File: config.mk
export PLATFORM = sky130hd
export DESIGN_NAME = swctl_read_handler
export DESIGN_NICKNAME = d
export VERILOG_FILES = /design/src/rtl/swctl_pkg.sv /design/src/rtl/swctl_req_parser.sv /design/src/rtl/swctl_reg_bank.sv /design/src/rtl/swctl_reply_seq.sv /design/src/rtl/swctl_read_handler.sv
export SDC_FILE = /design/constraint.sdc
export NUM_CORES = 1
export LEC_CHECK = 0
export BUFFER_PORTS_ARGS = -buffer_cell sky130_fd_sc_hd__buf_2
export CORE_MARGIN = 5
export CORE_UTILIZATION = 45
export CTS_CLUSTER_DIAMETER = 120
export DETAILED_ROUTE_END_ITERATION = 8
export GPL_ROUTABILITY_DRIVEN = 1
export PLACE_DENSITY = 0.62
export SYNTH_ARGS = -nofsm -noshare
export SYNTH_HDL_FRONTEND = slang
export SYNTH_SLANG_ARGS = --single-unit
File: constraint.sdc
create_clock -name clk -period 3.1 [get_ports clk]
set_clock_uncertainty 0.05 [all_clocks]
set_input_delay 0.31 -clock clk [delete_from_list [all_inputs] [get_ports clk]]
set_output_delay 0.31 -clock clk [all_outputs]
set_load 0.01 [all_outputs]
File: src/rtl/swctl_pkg.sv
package swctl_pkg;
    localparam logic [7:0] TOK_WRREG    = 8'hC0;
    localparam logic [7:0] TOK_RDREG    = 8'hC1;
    localparam logic [7:0] TOK_PROC_CFG = 8'hC2;
    localparam logic [7:0] TOK_SYS_CFG  = 8'hC3;

    typedef enum logic [3:0] {
        PS_HDR_HI, PS_HDR_LO, PS_CFG, PS_RDOP, PS_CORE_HI, PS_CORE_LO,
        PS_CHAN, PS_ADDR_HI, PS_ADDR_LO, PS_TAIL, PS_SKIP, PS_WAIT
    } prs_state_e;

    typedef enum logic [2:0] {
        RS_IDLE, RS_HDR, RS_ACK, RS_WORD, RS_TAIL
    } rsp_state_e;
endpackage

File: src/rtl/swctl_req_parser.sv
module swctl_req_parser
    import swctl_pkg::*;
#(
    parameter logic [7:0] END_CODE = 8'h01
) (
    input  logic        clk,
    input  logic        rst,
    input  logic        in_valid,
    input  logic        in_ctl,
    input  logic [7:0]  in_data,
    output logic        in_ready,
    input  logic        seq_done,
    output logic        req_go,
    output logic [15:0] core_id,
    output logic [7:0]  chan_id,
    output logic [15:0] reg_addr
);
    prs_state_e state, nxt;
    logic fire, is_end, is_dat, cfg_ok, rd_ok;
    prs_state_e bad_nxt;

    assign fire    = in_valid && in_ready;
    assign is_end  = in_ctl && (in_data == END_CODE);
    assign is_dat  = !in_ctl;
    assign cfg_ok  = in_ctl && (in_data == TOK_PROC_CFG || in_data == TOK_SYS_CFG);
    assign rd_ok   = in_ctl && (in_data == TOK_RDREG);
    assign bad_nxt = is_end ? PS_HDR_HI : PS_SKIP;

    always_ff @(posedge clk) begin
        if (rst) state <= PS_HDR_HI;
        else     state <= nxt;
    end

    always_comb begin
        nxt = state;
        unique case (state)
            PS_HDR_HI:  if (fire) nxt = is_dat ? PS_HDR_LO  : bad_nxt;
            PS_HDR_LO:  if (fire) nxt = is_dat ? PS_CFG     : bad_nxt;
            PS_CFG:     if (fire) nxt = cfg_ok ? PS_RDOP    : bad_nxt;
            PS_RDOP:    if (fire) nxt = rd_ok  ? PS_CORE_HI : bad_nxt;
            PS_CORE_HI: if (fire) nxt = is_dat ? PS_CORE_LO : bad_nxt;
            PS_CORE_LO: if (fire) nxt = is_dat ? PS_CHAN    : bad_nxt;
            PS_CHAN:    if (fire) nxt = is_dat ? PS_ADDR_HI : bad_nxt;
            PS_ADDR_HI: if (fire) nxt = is_dat ? PS_ADDR_LO : bad_nxt;
            PS_ADDR_LO: if (fire) nxt = is_dat ? PS_TAIL    : bad_nxt;
            PS_TAIL:    if (fire) nxt = is_end ? PS_WAIT    : PS_SKIP;
            PS_SKIP:    if (fire && is_end) nxt = PS_HDR_HI;
            PS_WAIT:    if (seq_done) nxt = PS_HDR_HI;
            default:    nxt = PS_HDR_HI;
        endcase
    end

    always_comb begin
        in_ready = (state != PS_WAIT);
        req_go   = (state == PS_TAIL) && fire && is_end;
    end

    always_ff @(posedge clk) begin
        if (rst) begin
            core_id  <= '0;
            chan_id  <= '0;
            reg_addr <= '0;
        end else if (fire && is_dat) begin
            if (state == PS_CORE_HI) core_id[15:8]  <= in_data;
            if (state == PS_CORE_LO) core_id[7:0]   <= in_data;
            if (state == PS_CHAN)    chan_id        <= in_data;
            if (state == PS_ADDR_HI) reg_addr[15:8] <= in_data;
            if (state == PS_ADDR_LO) reg_addr[7:0]  <= in_data;
        end
    end
endmodule

File: src/rtl/swctl_reg_bank.sv
module swctl_reg_bank #(
    parameter int          NUM_REGS = 8,
    parameter logic [31:0] REG_SEED = 32'hA5C3_0F10,
    parameter logic [31:0] REG_STEP = 32'h0102_0311
) (
    input  logic        clk,
    input  logic        rst,
    input  logic [15:0] rd_addr,
    output logic [31:0] rd_data
);
    localparam int IDX_W = (NUM_REGS > 1) ? $clog2(NUM_REGS) : 1;

    logic [31:0] bank [NUM_REGS];

    for (genvar i = 0; i < NUM_REGS; i++) begin : g_reg
        localparam logic [31:0] INIT = REG_SEED + 32'(i) * REG_STEP;
        always_ff @(posedge clk) begin
            if (rst) bank[i] <= INIT;
        end
    end

    always_comb begin
        if (32'(rd_addr) < 32'(NUM_REGS)) rd_data = bank[rd_addr[IDX_W-1:0]];
        else                              rd_data = '0;
    end
endmodule

File: src/rtl/swctl_reply_seq.sv
module swctl_reply_seq
    import swctl_pkg::*;
#(
    parameter logic [7:0] ACK_CODE = 8'h03,
    parameter logic [7:0] END_CODE = 8'h01
) (
    input  logic        clk,
    input  logic        rst,
    input  logic        go,
    input  logic [15:0] core_id,
    input  logic [7:0]  chan_id,
    input  logic [31:0] rd_data,
    input  logic        out_ready,
    output logic        out_valid,
    output logic        out_ctl,
    output logic [7:0]  out_data,
    output logic        done
);
    rsp_state_e  state;
    logic [1:0]  cnt;
    logic [15:0] core_q;
    logic [7:0]  chan_q;
    logic [31:0] word_q;
    logic        adv;

    assign adv = out_valid && out_ready;

    always_ff @(posedge clk) begin
        if (rst) begin
            state  <= RS_IDLE;
            cnt    <= '0;
            core_q <= '0;
            chan_q <= '0;
            word_q <= '0;
        end else begin
            unique case (state)
                RS_IDLE: if (go) begin
                    state  <= RS_HDR;
                    cnt    <= '0;
                    core_q <= core_id;
                    chan_q <= chan_id;
                    word_q <= rd_data;
                end
                RS_HDR: if (adv) begin
                    if (cnt == 2'd2) begin state <= RS_ACK; cnt <= '0; end
                    else cnt <= cnt + 2'd1;
                end
                RS_ACK: if (adv) begin state <= RS_WORD; cnt <= '0; end
                RS_WORD: if (adv) begin
                    if (cnt == 2'd3) state <= RS_TAIL;
                    cnt <= cnt + 2'd1;
                end
                RS_TAIL: if (adv) state <= RS_IDLE;
                default: state <= RS_IDLE;
            endcase
        end
    end

    always_comb begin
        out_valid = (state != RS_IDLE);
        out_ctl   = 1'b0;
        out_data  = 8'h00;
        done      = (state == RS_TAIL) && out_ready;
        unique case (state)
            RS_IDLE: out_data = 8'h00;
            RS_HDR: begin
                unique case (cnt)
                    2'd0:    out_data = core_q[15:8];
                    2'd1:    out_data = core_q[7:0];
                    default: out_data = chan_q;
                endcase
            end
            RS_ACK: begin out_ctl = 1'b1; out_data = ACK_CODE; end
            RS_WORD: begin
                unique case (cnt)
                    2'd0:    out_data = word_q[31:24];
                    2'd1:    out_data = word_q[23:16];
                    2'd2:    out_data = word_q[15:8];
                    default: out_data = word_q[7:0];
                endcase
            end
            RS_TAIL: begin out_ctl = 1'b1; out_data = END_CODE; end
            default: out_data = 8'h00;
        endcase
    end
endmodule

File: src/rtl/swctl_read_handler.sv
module swctl_read_handler #(
    parameter int          NUM_REGS = 8,
    parameter logic [7:0]  ACK_CODE = 8'h03,
    parameter logic [7:0]  END_CODE = 8'h01,
    parameter logic [31:0] REG_SEED = 32'hA5C3_0F10,
    parameter logic [31:0] REG_STEP = 32'h0102_0311
) (
    input  logic       clk,
    input  logic       rst,
    input  logic       in_valid,
    output logic       in_ready,
    input  logic       in_ctl,
    input  logic [7:0] in_data,
    output logic       out_valid,
    input  logic       out_ready,
    output logic       out_ctl,
    output logic [7:0] out_data
);
    logic        req_go, seq_done;
    logic [15:0] core_id, reg_addr;
    logic [7:0]  chan_id;
    logic [31:0] rd_data;

    swctl_req_parser #(.END_CODE(END_CODE)) parser_i (
        .clk(clk), .rst(rst), .in_valid(in_valid), .in_ctl(in_ctl),
        .in_data(in_data), .in_ready(in_ready), .seq_done(seq_done),
        .req_go(req_go), .core_id(core_id), .chan_id(chan_id),
        .reg_addr(reg_addr)
    );

    swctl_reg_bank #(.NUM_REGS(NUM_REGS), .REG_SEED(REG_SEED), .REG_STEP(REG_STEP)) bank_i (
        .clk(clk), .rst(rst), .rd_addr(reg_addr), .rd_data(rd_data)
    );

    swctl_reply_seq #(.ACK_CODE(ACK_CODE), .END_CODE(END_CODE)) seq_i (
        .clk(clk), .rst(rst), .go(req_go), .core_id(core_id),
        .chan_id(chan_id), .rd_data(rd_data), .out_ready(out_ready),
        .out_valid(out_valid), .out_ctl(out_ctl), .out_data(out_data),
        .done(seq_done)
    );
endmodule

# Word level (Yosys, flattened, before mapping)
# Memories as Yosys holds them, arrays and structs flattened. A register that Yosys moved wholly into a read port is not among the register bits.
# Index checks and enable logic that the tools add are counted.
dict set report op_classes {
  bitwise_logic 0
  n_mul 0
  n_lt_le_gt_ge 1
  n_div 0
  shifts 0
  n_addsub 1
  reduce_logical 27
  muxes 47
  n_eq_ne 42
}
# operator n
set ops {}
lappend ops {{$mux 4} 22}
lappend ops {{$pmux 4 s12} 1}
lappend ops {{$ne 2x1->1 const B} 18}
lappend ops {{$mux 32} 1}
lappend ops {{$pmux 8 s4} 1}
lappend ops {{$mux 3} 9}
lappend ops {{$eq 8x8->1 const B} 3}
lappend ops {{$pmux 8 s3} 1}
lappend ops {{$eq 4x3->1 const B} 4}
lappend ops {{$eq 4x4->1 const B} 4}
lappend ops {{$lt 16x4->1 const B} 1}
lappend ops {{$pmux 8 s2} 1}
lappend ops {{$pmux 3 s5} 1}
lappend ops {{$reduce_and 12->1} 1}
lappend ops {{$reduce_and 2->1} 6}
lappend ops {{$logic_and 1x1->1} 10}
lappend ops {{$mux 2} 5}
lappend ops {{$eq 4x2->1 const B} 2}
lappend ops {{$eq 8x1->1 const B} 1}
lappend ops {{$pmux 2 s4} 1}
lappend ops {{$reduce_and 7->1} 1}
lappend ops {{$eq 3x2->1 const B} 2}
lappend ops {{$reduce_and 5->1} 1}
lappend ops {{$eq 2x2->1 const B} 2}
lappend ops {{16 further kinds} 19}
dict set report word_totals {
  n_memories 1
  ramBits 168
  mem_bits_ro 0
  output_inout_bits 11
  latch_bits 0
  reg_bits 105
}
# memory depth word_bits read_ports rd_clocked_by_memory_dff write_ports line
set mem_list {}
lappend mem_list {bank_i.bank 8 21 1 1 8 swctl_reg_bank.sv:13} ;# logic [31:0] bank [NUM_REGS];

# Longest topological paths before layout
# Gate-level depths: netlist of the first run.
dict set report depth {
  word_depth 6
  ltp_mapped 8
  ltp_nobuf 7
}

# Hierarchy
# Synthesis of the first run repeated with hierarchy kept, for this count alone.
dict set report unflattened {
  hier_cells 615
  area_unflattened_um2 5132.4
}
# module cells_each seq_area_each_um2 area_per_inst_um2 instances
set modules_own_cells {}
lappend modules_own_cells {swctl_reply_seq 353 1221.2 2767.7 1}
lappend modules_own_cells {swctl_req_parser 206 880.8 1976.9 1}
lappend modules_own_cells {swctl_reg_bank 56 0.0 387.9 1}

# Least setup slack after synthesis of the first run
# Ideal clock, no wire load.
dict set report synth_path {
  kind {input -> register}
  start {input in_data[6]}
  end {register seq_i.word_q[10]}
  slack_ns 0.811
  setup_time_ns 0.124
  required_ns 2.926
  path_stages 8
  n_path_buf 3
  arrival_time_ns 2.114
  path_cell_list {buf_2 > or4b_4 > or3_4 > or3_1 > buf_6 > buf_2 > nand3b_1 > o31ai_1}
}
dict set report synth_between {
  elab_chain_len 4
}
# element line
set synth_rtl {}
lappend synth_rtl {{start, declared} swctl_read_handler.sv:13} ;# input logic [7:0] in_data,
lappend synth_rtl {{$eq 8x1->1} swctl_req_parser.sv:23} ;# assign is_end = in_ctl && (in_data == END_CODE);
lappend synth_rtl {{$logic_and 1x1->1} swctl_req_parser.sv:23}
lappend synth_rtl {{$logic_and 1x1->1} swctl_req_parser.sv:55} ;# req_go = (state == PS_TAIL) && fire && is_end;
lappend synth_rtl {{$reduce_and 2->1 (no line)} --}
lappend synth_rtl {{end signal, assigned} swctl_reply_seq.sv:42} ;# word_q <= rd_data;
lappend synth_rtl {{end, declared} swctl_reply_seq.sv:23} ;# logic [31:0] word_q;
# Every way passes these cells.
# A chain may end at the register's enable or synchronous reset.

# Final worst setup path of the first run
dict set report layout_path {
  start {register seq_i.cnt[0]}
  end {output out_data[0]}
}
dict set report layout_between {
  elab_chain_len 3
}
# element line
set layout_rtl {}
lappend layout_rtl {{start, declared} swctl_reply_seq.sv:20} ;# logic [1:0] cnt;
lappend layout_rtl {{start signal, assigned} swctl_reply_seq.sv:46} ;# else cnt <= cnt + 2'd1;
lappend layout_rtl {{start signal, assigned} swctl_reply_seq.sv:51} ;# cnt <= cnt + 2'd1;
lappend layout_rtl {{$eq 2x2->1 (tied with other cells)} swctl_reply_seq.sv:75} ;# unique case (cnt)
lappend layout_rtl {{$pmux 8 s3 or $pmux 8 s2 (tied branches)} {swctl_reply_seq.sv:75, swctl_reply_seq.sv:67}}
lappend layout_rtl {{$pmux 8 s4 (*)} swctl_reply_seq.sv:64} ;# unique case (state)
lappend layout_rtl {{end, declared} swctl_read_handler.sv:17} ;# output logic [7:0] out_data
# Mark *: on every way between the ends. The rest lies on a longest branch, timed or not.

==> results of run 1 <==
## state kept, by name (all words and copies together) (netlist names), named ones only
name,count
parser_i.core_id,16
parser_i.reg_addr,16
seq_i.core_q,16
seq_i.word_q,15
parser_i.chan_id,8
seq_i.chan_q,8
parser_i.state,4
seq_i.state,3
seq_i.cnt,2
## synth_stat cells, types with 3 or more instances
| library cell | instances | area (um^2) |
|---|---|---|
| dfxtp_1 | 91 | 1820 |
| nand2_1 | 66 | 248 |
| nor2_1 | 58 | 218 |
| a21oi_1 | 42 | 210 |
| mux2i_1 | 41 | 410 |
| clkbuf_1 | 28 | 105 |
| nand3b_1 | 15 | 113 |
| o21ai_0 | 14 | 70.1 |
| nand3_1 | 10 | 50.1 |
| o31ai_1 | 10 | 75.1 |
| buf_2 | 8 | 40.0 |
| inv_1 | 8 | 30.0 |
| nor2b_1 | 7 | 43.8 |
| a221oi_1 | 6 | 52.6 |
| ha_1 | 6 | 75.1 |
| nand4_1 | 6 | 37.5 |
| nor3_1 | 6 | 30.0 |
| and3_1 | 5 | 31.3 |
| nand2b_1 | 5 | 31.3 |
| a211oi_1 | 4 | 30.0 |
| a22o_1 | 4 | 35.0 |
| nor3b_1 | 4 | 30.0 |
| xor2_1 | 4 | 35.0 |
| a222oi_1 | 3 | 30.0 |
| a31oi_1 | 3 | 18.8 |
| nor4_1 | 3 | 18.8 |
## routing by layer
| metal | part of all wire | GRT usage | vias to the layer above |
|---|---|---|---|
| met3 | 0.044 | 0.0433 | 6 |
| met1 | 0.48 | 0.247 | 1654 |
| met4 | 0.0066 | 0.0329 | 0 |
| li1 | - | - | 1756 |
| met5 | 0 | 0 | - |
| met2 | 0.47 | 0.289 | 79 |
## power by group
| part | internal [mW] | switching, mW | total [mW] | leakage [nW] |
|---|---|---|---|---|
| Sequential | 1.18 | 0.0420 | 1.23 | 0.733 |
| Combinational | 0.0767 | 0.114 | 0.191 | 1.02 |
| Clock | 0.303 | 0.447 | 0.750 | 0.0923 |
## cell type report
type,instances,share of cell area
Clock buffer,9,0.0271
Clock inverter,7,0.0120
Inverter,8,0.00656
Multi-Input combinational cell,359,0.486
Sequential cell,91,0.398
Tap cell,129,0.0353
Timing Repair Buffer,29,0.0350
## cells by family (layout without fill, tap and decap cells)
group	Yosys count	after routing	synth area share
AO/OA/AOI/OAI	106	106	0.164
XOR/XNOR	6	6	0.0124
adder cells (fa/ha/maj)	6	6	0.0177
buffers and inverters	48	53	0.0483
flip-flops	91	91	0.429
multiplexers	42	42	0.0993
AND/OR/NAND/NOR	199	199	0.230
## cell usage in the layout (no fill, tap or decap), types with 5 or more instances in the layout
cell / Yosys / layout
dfxtp_1: 91 / 91
nand2_1: 66 / 66
nor2_1: 58 / 58
a21oi_1: 42 / 42
mux2i_1: 41 / 41
buf_2: 8 / 23
nand3b_1: 15 / 15
o21ai_0: 14 / 14
nand3_1: 10 / 10
o31ai_1: 10 / 10
clkbuf_8: 0 / 9
inv_1: 8 / 8
nor2b_1: 7 / 7
a221oi_1: 6 / 6
nand4_1: 6 / 6
nor3_1: 6 / 6
ha_1: 6 / 6
buf_4: 0 / 6
nand2b_1: 5 / 5
and3_1: 5 / 5
## worst paths after layout
path                                          start             endpoint  slack (ns)
worst max register to register    parser_i.state[1]  parser_i.chan_id[3]        0.94
worst min register to register  parser_i.chan_id[1]      seq_i.chan_q[1]        0.40
worst max-delay path                   seq_i.cnt[0]          out_data[0]        0.36
worst min-delay path                     in_data[2]  parser_i.chan_id[2]        0.22
## per-stage QoR
step           power [mW]  worst slack (ns)   util  hold slack (ns)
2_1_floorplan        1.39             0.811      -            0.382
3_3_place_gp         1.44             0.585  0.476            0.393
3_5_place_dp         1.44             0.531  0.476            0.397
4_1_cts              2.19             0.296  0.495            0.210
5_1_grt              2.27            0.0880  0.495            0.211
6_report             2.17             0.358  0.495            0.220
## critical path, cell delays in order (launching register included)
cell and delay, ns:
dfxtp_1 0.39, inv_1 0.10, ha_1 0.22, nor2_1 0.53, a21oi_1 0.19, nor3b_1 0.22
a21oi_1 0.06, o22ai_1 0.15, buf_2 0.16
==> results.md, run 1 <==
- Root Driver: clkbuf_8
- Core area: 9240 um^2
- Startpoint Class: flop
- Multi-input gate area: 2220 um^2
- Net count after synthesis: 517
- Layout net count: 517
- Placed Area: 4400 um^2
- Cts hold-fix bufs: 0
- Total of max-cap violations: 0
- Die Wd: 107 um
- Synth warnings: 0
- DRT Pass-1 Iters: 5
- Worst-path clk slew: 0.09 ns
- Initial core utilization: 0.459
- TritonCTS Buffers: 9
- Minimum clock period: 2.74 ns
- Clock tree from TritonCTS: built
- Filler Cell Count: 922
- Register bit total from synthesis: 91
- Worst-path maximum fanout: 9
- Synthesized area per cell: 8.52 um^2
- Register Area: 1820 um^2
- FFs w/ async S/R, synth: 0
- Sum Neg Setup Slack: 0 ns
- Post-synth EDFFs: 0
- Post-CTS Resized: 0
- Placed cell count: 616
- Die area: 11500 um^2
- Period Utilization, post-route: 0.884
- FF-to-FF path depth: 4
- Setup CP Type: flop to output pin
- Worst path required time: 2.74 ns
- Fin cells: 632
- Largest net degree at the start of global routing: 66
- Number of global-route vias before repair: 3293
- DR iter-0 viols: 279
- Post-Syn Instances: 498
- GRT Total Usage: 0.180
- Via/cell ratio: 5.53
- Residual DRC count: 0
- Postcts setup bufs: 0
- Clk_lat worst skew: 0.36 ns
- Final WL: 10.0 mm
- Final antenna-violating net count: 0
- WHS Path Cells: 3
- Vias: 3495
- Ant. Diodes: 0
- Initial antenna violation count: 0
- Slew Viols, Final: 0
- Fraction of layout cells with a size suffix above 1: 0.107
- Dpl hpwl: 6.68 mm
- Max Fclk: 365 MHz
- # H-tree levels: 3
- RSZ-0062 raised after global routing: false
- Row count: 35
- Worst VDD drop: 0.254 mV
- Crit. End Element: output pin
- Top Ports: 24
- Die span in y: 107 um
- Min-Delay Path Class: input pin to flop
- Port bufs: 23
- Netlist cell types: 59
- Pleak: 1.85 nW
- Total gr overflow: 0
- Mapped Area: 4250 um^2
- Pwr Density: 473 nW/um^2
- Final instance area: 4580 um^2
- CTS max path bufs: 2
- CP Data Arrival Time: 2.38 ns
- WL/cell: 15.8 um
- Least-Margin Pin Slew: 0.693 ns
- Status: complete, no violations
- Slew Limit Headroom: 0.537
- Setup violators final: 0
- Final Hold Fails: 0
- Clock Sinks: 91
- First-pass GRT wire length: 16.6 mm
- Synthesis-to-finish area growth: 7.81%
- Sequential element share of the synthesized area: 0.429
- GPL Wtd Cong: 0.898
- Leading register cell type out of synthesis: dfxtp_1
(Power assumes the default switching activity.)
==> run 2: changes to the inputs <==
--- a/config.mk
+++ b/config.mk
@@ -6,7 +6,6 @@
 export NUM_CORES = 1
 export LEC_CHECK = 0
 export BUFFER_PORTS_ARGS = -buffer_cell sky130_fd_sc_hd__buf_2
-export CORE_MARGIN = 5
 export CORE_UTILIZATION = 45
 export CTS_CLUSTER_DIAMETER = 120
 export DETAILED_ROUTE_END_ITERATION = 8
==> run 2 against run 1 <==
Non-clock buffer count stayed put. Routed wire length is 2.3% lower. Setup slack better by 0.031 ns. Critical path type unchanged. Sequential power hardly changed. Critical path depth stayed put. Fmax is 1.2% higher. Sequential cell count stayed put. Clock-buffer cell count is 1 higher. Register-to-register slack worse by 0.03 ns. Total power is 3.2% higher. First-iteration DRC count is 5.4% lower. Design area hardly changed.
==> results.md, run 2 (same netlist as run 1, synthesis figures left out) <==
- Status: complete, no violations (unchanged)
- Met2 usage: 0.331 (was 0.289)
- Post-CTS Resized: 0 (unchanged)
- Buf+Inv Stages, Crit Path: 2 (unchanged)
- TritonCTS Buffers: 9 (unchanged)
- Worst VDD drop: 0.289 mV (was 0.254 mV)
- Worst path max stage delay: 0.53 ns (about the same)
- Clock Sinks: 91 (unchanged)
- Die span in y: 99.1 um (was 107 um)
- Sum Neg Setup Slack: 0 ns (unchanged)
- Top Ports: 24 (unchanged)
- Pwr Density: 489 nW/um^2 (was 473 nW/um^2)
- Final antenna-violating net count: 0 (unchanged)
- Worst-path maximum fanout: 9 (unchanged)
- GRT Total Usage: 0.211 (was 0.180)
- Register Area: 1820 um^2 (unchanged)
- Total of max-cap violations: 0 (unchanged)
- Postcts setup bufs: 0 (unchanged)
- WHS Path Cells: 3 (unchanged)
- Final instance area: 4570 um^2 (was 4580 um^2)
- # H-tree levels: 3 (unchanged)
- Placed Area: 4380 um^2 (was 4400 um^2)
- Core area: 9200 um^2 (was 9240 um^2)
- Worst path required time: 2.74 ns (about the same)
- Met1 GRT Util: 0.299 (was 0.247)
- Clock tree from TritonCTS: built (unchanged)
- Crit. End Element: output pin (unchanged)
- Slew Limit Headroom: 0.521 (was 0.537)
- WL/cell: 15.9 um (was 15.8 um)
- Clk_lat worst skew: 0.35 ns (was 0.36 ns)
- Number of global-route vias before repair: 3198 (was 3293)
- Row count: 35 (unchanged)
- Worst-path clk slew: 0.09 ns (about the same)
- Largest net degree at the start of global routing: 67 (was 66)
- Multi-input gate area: 2220 um^2 (unchanged)
- Pleak: 1.86 nW (was 1.85 nW)
- Most common cell on crit path: a21oi_1 (unchanged)
- Vias: 3485 (was 3495)
- CTS max path bufs: 2 (unchanged)
- GPL Wtd Cong: 0.925 (was 0.898)
- Most frequent cells in the layout: dfxtp_1 (91), nand2_1 (66), nor2_1 (58) (unchanged)
- Ant. Diodes: 0 (unchanged)
- Top flop regs: parser_i.core_id: 16 flops, parser_i.reg_addr: 16 flops, seq_i.core_q: 16 flops (unchanged)
- Final Hold Fails: 0 (unchanged)
- CP Data Arrival Time: 2.35 ns (was 2.38 ns)
- Max Fclk: 369 MHz (was 365 MHz)
- Initial core utilization: 0.462 (was 0.459)
- Least-Margin Pin Slew: 0.717 ns (was 0.693 ns)
- RSZ-0062 raised after global routing: false (unchanged)
- Total gr overflow: 0 (unchanged)
- Min-Delay Path Class: input pin to flop (unchanged)
- Fraction of layout cells with a size suffix above 1: 0.106 (was 0.107)
- Most common cell after layout, fill and taps aside: dfxtp_1 (unchanged)
- GR Util met3: 0.0429 (was 0.0433)
- First-pass GRT wire length: 16.3 mm (was 16.6 mm)
- Port bufs: 23 (unchanged)
- Root Driver: clkbuf_8 (unchanged)
- CP Cell Sequence: inv_1 > ha_1 > nor2_1 > a21oi_1 > nor3b_1 > a21oi_1 > o22ai_1 > buf_2 (unchanged)
- Die Wd: 99.1 um (was 107 um)
- Setup violators final: 0 (unchanged)
- Final WL: 9.77 mm (was 10.0 mm)
- Final Util: 0.497 (was 0.495)
- Startpoint Class: flop (unchanged)
- Filler Cell Count: 916 (was 922)
- Die area: 9830 um^2 (was 11500 um^2)
- Via/cell ratio: 5.69 (was 5.53)
- DRT Pass-1 Iters: 5 (unchanged)
- Initial antenna violation count: 0 (unchanged)
- Grt peak-use layer: met2 (unchanged)
- DR iter-0 viols: 264 (was 279)
- FF-to-FF path depth: 4 (unchanged)
- Synthesis-to-finish area growth: 7.75% (was 7.81%)
- Setup CP Type: flop to output pin (unchanged)
- CP Depth: 8 (unchanged)
- Dpl hpwl: 6.54 mm (was 6.68 mm)
- Fin cells: 613 (was 632)
- Layout net count: 517 (unchanged)
- Cts hold-fix bufs: 0 (unchanged)
- Slew Viols, Final: 0 (unchanged)
- Crit-path slowest cell: nor2_1 (unchanged)
- Placed cell count: 598 (was 616)
- Period Utilization, post-route: 0.874 (was 0.884)
- Top delay family on crit path: simple AND/OR/NAND/NOR gates (unchanged)
- Minimum clock period: 2.71 ns (was 2.74 ns)
- Residual DRC count: 0 (unchanged)
## run 2: cell types whose count changed in the layout (fill, tap and decap cells not counted)
cell | previous run | this run
clkinv_2 | 2 | 1
clkinvlp_4 | 1 | 0
clkinv_4 | 0 | 1
inv_8 | 1 | 0
inv_6 | 3 | 2
bufinv_16 | 0 | 1
clkbuf_8 | 9 | 10
## run 2: worst min-delay path: stages
cell and delay (ns):
buf_2 0.14, mux2i_1 0.08, nor2_1 0.07
## run 2: layout make-up
class,count,area share
repair buffers,29,0.0350
clock buffers,10,0.0301
well taps,111,0.0304
flip-flops and latches,91,0.398
inverters,8,0.00656
clock inverters,5,0.0134
multi-input cells,359,0.486
## run 2: path summary, 6_finish.rpt
path                            start                   to  slack [ns]
setup / recovery         seq_i.cnt[0]          out_data[0]        0.39
hold / removal             in_data[2]  parser_i.core_id[2]        0.24
setup reg to reg    parser_i.state[3]                 flop        0.91
hold reg to reg   parser_i.core_id[9]      seq_i.core_q[9]        0.40
## run 2: layer usage
layer | wire, um | up-vias | share of wire
met5 | 0 | - | 0
met3 | 487 | 8 | 0.050
met4 | 92 | 0 | 0.0094
met2 | 4400 | 83 | 0.45
li1 | - | 1768 | -
met1 | 4800 | 1626 | 0.49
## run 2: metrics by stage
stage / hold WS [ns] / worst slack (ns) / total power [mW]
finish: 0.236 / 0.390 / 2.23
floorplan: 0.382 / 0.811 / 1.39
detailed placement: 0.393 / 0.559 / 1.44
global route: 0.242 / 0.168 / 2.34
CTS: 0.226 / 0.371 / 2.25
global placement: 0.387 / 0.605 / 1.44
## run 2: power breakdown
part	switching, mW	internal, mW
Sequential	0.0422	1.18
Clock	0.421	0.397
Combinational	0.115	0.0767
